File: src/rtl/clkout_gate_pkg.sv
package clkout_gate_pkg;

  // Operating mode, derived from the two configuration bits
  typedef enum logic [1:0] {
    GATE_FREE   = 2'd0,
    GATE_RX     = 2'd1,
    GATE_FORCED = 2'd2
  } gateMode_e;

  // Strobes from control to datapath
  typedef struct packed {
    logic holdLoad;  // reload the post-off margin counter
    logic holdStep;  // count the margin down by one
    logic gateReq;   // clock wanted in the next cycle
  } gateStrobe_t;

endpackage

File: src/rtl/clkout_gate_ctrl.sv
module clkout_gate_ctrl
  import clkout_gate_pkg::*;
(
  input  logic        intermittentEn,
  input  logic        forceLow,
  input  logic        rxOff,
  input  logic        wakeReq,
  input  logic        holdActive,
  output gateStrobe_t strobe
);

  gateMode_e mode;
  logic      rxWantsClock;

  always_comb begin
    if (forceLow)            mode = GATE_FORCED;
    else if (intermittentEn) mode = GATE_RX;
    else                     mode = GATE_FREE;
  end

  // The receiver needs a clock while it is active, while an early wake is
  // pending, and while the post-off margin is still running.
  assign rxWantsClock = !rxOff || wakeReq || holdActive;

  always_comb begin
    strobe.holdLoad = !rxOff;
    strobe.holdStep = rxOff && holdActive;
    unique case (mode)
      GATE_FREE:   strobe.gateReq = 1'b1;
      GATE_RX:     strobe.gateReq = rxWantsClock;
      default:     strobe.gateReq = 1'b0;
    endcase
  end

endmodule

File: src/rtl/clkout_gate_dpath.sv
module clkout_gate_dpath
  import clkout_gate_pkg::*;
#(
  parameter int HOLD_CYCLES = 4
) (
  input  logic        refClk,
  input  logic        rstN,
  input  gateStrobe_t strobe,
  output logic        holdActive,
  output logic        gateEn,
  output logic        clkOut
);

  localparam int CNT_W = $clog2(HOLD_CYCLES + 1);
  localparam logic [CNT_W-1:0] HOLD_LOAD = CNT_W'(HOLD_CYCLES);

  logic [CNT_W-1:0] holdCnt;
  logic             reqQ;
  logic             gateQ;

  // Post-off margin counter, kept full while the receiver is active
  always_ff @(posedge refClk or negedge rstN) begin
    if (!rstN)                holdCnt <= '0;
    else if (strobe.holdLoad) holdCnt <= HOLD_LOAD;
    else if (strobe.holdStep) holdCnt <= holdCnt - 1'b1;
  end

  assign holdActive = (holdCnt != '0);

  // Gate request captured on the rising edge
  always_ff @(posedge refClk or negedge rstN) begin
    if (!rstN) reqQ <= 1'b0;
    else       reqQ <= strobe.gateReq;
  end

  // Gate moves only on the falling edge, so it changes while the clock is low
  always_ff @(negedge refClk or negedge rstN) begin
    if (!rstN) gateQ <= 1'b0;
    else       gateQ <= reqQ;
  end

  assign gateEn = gateQ;
  assign clkOut = refClk & gateQ;

endmodule

File: src/rtl/clkout_gate_top.sv
module clkout_gate_top
  import clkout_gate_pkg::*;
#(
  parameter int HOLD_CYCLES = 4
) (
  input  logic refClk,
  input  logic rstN,
  input  logic intermittentEn,
  input  logic forceLow,
  input  logic rxOff,
  input  logic wakeReq,
  output logic clkOut
);

  gateStrobe_t strobe;
  logic        holdActive;
  logic        gateEn;

  clkout_gate_ctrl u_ctrl (
    .intermittentEn (intermittentEn),
    .forceLow       (forceLow),
    .rxOff          (rxOff),
    .wakeReq        (wakeReq),
    .holdActive     (holdActive),
    .strobe         (strobe)
  );

  clkout_gate_dpath #(
    .HOLD_CYCLES (HOLD_CYCLES)
  ) u_dpath (
    .refClk     (refClk),
    .rstN       (rstN),
    .strobe     (strobe),
    .holdActive (holdActive),
    .gateEn     (gateEn),
    .clkOut     (clkOut)
  );

endmodule

File: config.mk
export PLATFORM = sky130hd
export DESIGN_NAME = clkout_gate_top
export DESIGN_NICKNAME = d
export VERILOG_FILES = /design/src/rtl/clkout_gate_pkg.sv /design/src/rtl/clkout_gate_ctrl.sv /design/src/rtl/clkout_gate_dpath.sv /design/src/rtl/clkout_gate_top.sv
export SDC_FILE = /design/constraint.sdc
export NUM_CORES = 1
export LEC_CHECK = 0
export BUFFER_PORTS_ARGS = -buffer_cell sky130_fd_sc_hd__buf_2
export CAP_MARGIN = 20
export CORE_AREA = 2 2 39 41
export DETAILED_ROUTE_END_ITERATION = 7
export DIE_AREA = 0 0 41 43
export MAX_ROUTING_LAYER = met4
export PLACE_DENSITY = 0.34
export SLEW_MARGIN = 20
export SYNTH_ARGS = -nofsm -noshare
export SYNTH_HDL_FRONTEND = slang
export SYNTH_HIERARCHICAL = 1
export SYNTH_SLANG_ARGS = --single-unit
File: constraint.sdc
create_clock -name refClk -period 3.4 [get_ports refClk]
set_input_delay 0.51 -clock refClk [delete_from_list [all_inputs] [get_ports refClk]]
set_output_delay 0.51 -clock refClk [all_outputs]
set_load 0.01 [all_outputs]
==> results.sh <==
export IMPL_core_area_sq_um=1380
export IMPL_path_class="flip-flop to primary output"
export IMPL_syn_avg_cell_area_sq_um=10.8
export IMPL_synth_seq_cells=5
export IMPL_first_pass_iters=2
export IMPL_drt_initial_drc_count=2
export IMPL_cap_viol_max_count=0
export IMPL_worstMarginPinSlew_ps=293
export IMPL_slowest_stage="dfrtn_1"
export IMPL_drive_above_1_share_pct=36.1
export IMPL_max_slew_margin_pct=80.2
export IMPL_pre_cts_slack_ps=615
export IMPL_grt_pass1_wl_um=765
export IMPL_vdd_drop_max_mv=0.218
export IMPL_portBuffers=6
export IMPL_synth_cells=22
export IMPL_hold_class="input pin to flip-flop"
export IMPL_wl_um=405
export IMPL_worst_slack_ps=213
export IMPL_final_max_slew_violation_count=0
export IMPL_synth_warnings=6
export IMPL_routabilityCongestion=0.690
export IMPL_die_h_um=43
export IMPL_fillers=157
export IMPL_slowest_delay_ps=380
export IMPL_cts_tree="yes"
export IMPL_fin_hold_ws_ps=310
export IMPL_required_ps=2890
export IMPL_ys_types=13
export IMPL_pin_count=7
export IMPL_first_global_vias=248
export IMPL_ctsResizeCount=0
export IMPL_detail_route_antenna_nets=0
export IMPL_status="finished, final reports clean"
export IMPL_startpoint_type="flip-flop"
export IMPL_wire_per_inst_um=7.79
export IMPL_setup_viol=0
export IMPL_syn_area_sq_um=238
export IMPL_dp_hpwl_um=321
export IMPL_cp_end_kind="primary output"
export IMPL_grt_ovfl_total=0
export IMPL_area_growth_synth_to_final_pct=45.8
export IMPL_p_total_uw=225
export IMPL_seq_area_frac_synth_pct=52.6
export IMPL_num_rows=14
export IMPL_leakage_uw=0.000170
export IMPL_setup_tns_ps=0
export IMPL_hold_viol=0
export IMPL_diodes=0
export IMPL_rsz0062_at_grt="no"
export IMPL_die_x_um=41
export IMPL_track_usage_pct=7.86
export IMPL_layout_nets=45
export IMPL_antenna_found_initial=0
export IMPL_die_area_sq_um=1760
export IMPL_syn_nets=30
export IMPL_vias_per_cell=3.75
export IMPL_grt_max_degree=6
export IMPL_start_util_pct=17.2
export IMPL_power_density_nw_per_um2=649
export IMPL_vias=195
export IMPL_fin_skew_ps=21.9
export IMPL_crit_arrival_ps=2680
export IMPL_path_cells="and2_1 -> buf_2"
export IMPL_route_detailed_drc=0
export IMPL_cp_num_buf_inv=1
export IMPL_clock_latency_ps=370
export IMPL_cp_top_family="flip-flops"
export IMPL_clkSlewWorstSetupHoldPaths_ps=40
export IMPL_cp_max_fo=1
-- report_power, final --
group	switching, uW	total (uW)	leakage [uW]	internal [uW]
clock	39.1	129	0.0000362	90.3
combinational	12.4	26.0	0.0000751	13.5
sequential	3.23	69.5	0.0000590	66.3
-- through the flow --
| stage | area (sq um) | utilization, % | std cells |
|---|---|---|---|
| finish | 347 | 25.0 | 52 |
| global route | 347 | 25.0 | 52 |
| CTS | 347 | 25.0 | 52 |
| detailed placement | 288 | 20.8 | 44 |
| global placement | 288 | 20.8 | 44 |
| floorplan | 238 | - | 22 |
-- timing repair --
item,in CTS,in global routing
endpoints found under the setup margin,0,0
hold buffers,1,0
setup buffers,0,0
endpoints found under the hold margin,4,0
-- metal layers --
layer  GRT usage (%)  part of all wire (%)  up-vias
li1                -                     -      101
met1            6.21                    37       86
met2            8.13                    53        6
met3            4.19                   6.2        2
met4            15.3                   3.7        0
met5               -                     0        -
-- state kept, by name (all words and copies together), names as in the netlist --
register	count
u_dpath/reqQ	1
u_dpath/gateEn	1
u_dpath/holdCnt	3
-- cell type report --
cell class / count / area [sq um] / area share [%]
inverters: 3 / 11.3 / 3.25
flip-flops and latches: 5 / 125 / 36.1
repair buffers: 6 / 35.0 / 10.1
clock buffers: 8 / 53.8 / 15.5
well taps: 16 / 20.0 / 5.78
multi-input cells: 14 / 101 / 29.2
-- placed cells by master, fill, tap and decap left out, drive strengths merged --
cell and count:
dlygate4sd3 1, buf 6, a21oi 1, a211oi 1
dfrtp 4, nor2 3, nor4bb 1, nand2b 1
ha 2, xnor2 1, dfrtn 1, o21bai 1
and3 1, clkbuf 7, and2 2, inv 3
-- kinds of logic after synthesis --
kind of cell | Yosys count | synth area share (%)
xor+xnor | 1 | 3.68
fa+ha+maj | 2 | 10.5
simple gates | 8 | 20.0
flops | 5 | 52.6
buf+inv | 3 | 4.74
compound gates | 3 | 8.42
-- Yosys cell counts (all sizes together) --
cell | number | area share (%)
dfrtp | 4 | 42
inv | 3 | 4.7
nor2 | 3 | 4.7
and2 | 2 | 5.3
ha | 2 | 11
a211oi | 1 | 3.2
a21oi | 1 | 2.1
and3 | 1 | 3.2
dfrtn | 1 | 11
nand2b | 1 | 2.6
nor4bb | 1 | 4.2
o21bai | 1 | 3.2
xnor2 | 1 | 3.7
-- path summary, 6_finish.rpt --
check	startpoint	endpoint	slack [ps]	cells past startpoint
setup / recovery	u_dpath/gateEn	clkOut	210	2
hold / removal	forceLow	u_dpath/reqQ	310	2
setup reg to reg	u_dpath/reqQ	u_dpath/gateEn	1220	0
hold reg to reg	u_dpath/holdCnt[0]	u_dpath/holdCnt[0]	550	2
max in group asynchronous	rstN	u_dpath/gateEn	1180	2
min in group asynchronous	rstN	u_dpath/reqQ	490	2
(Power assumes the default switching activity.)
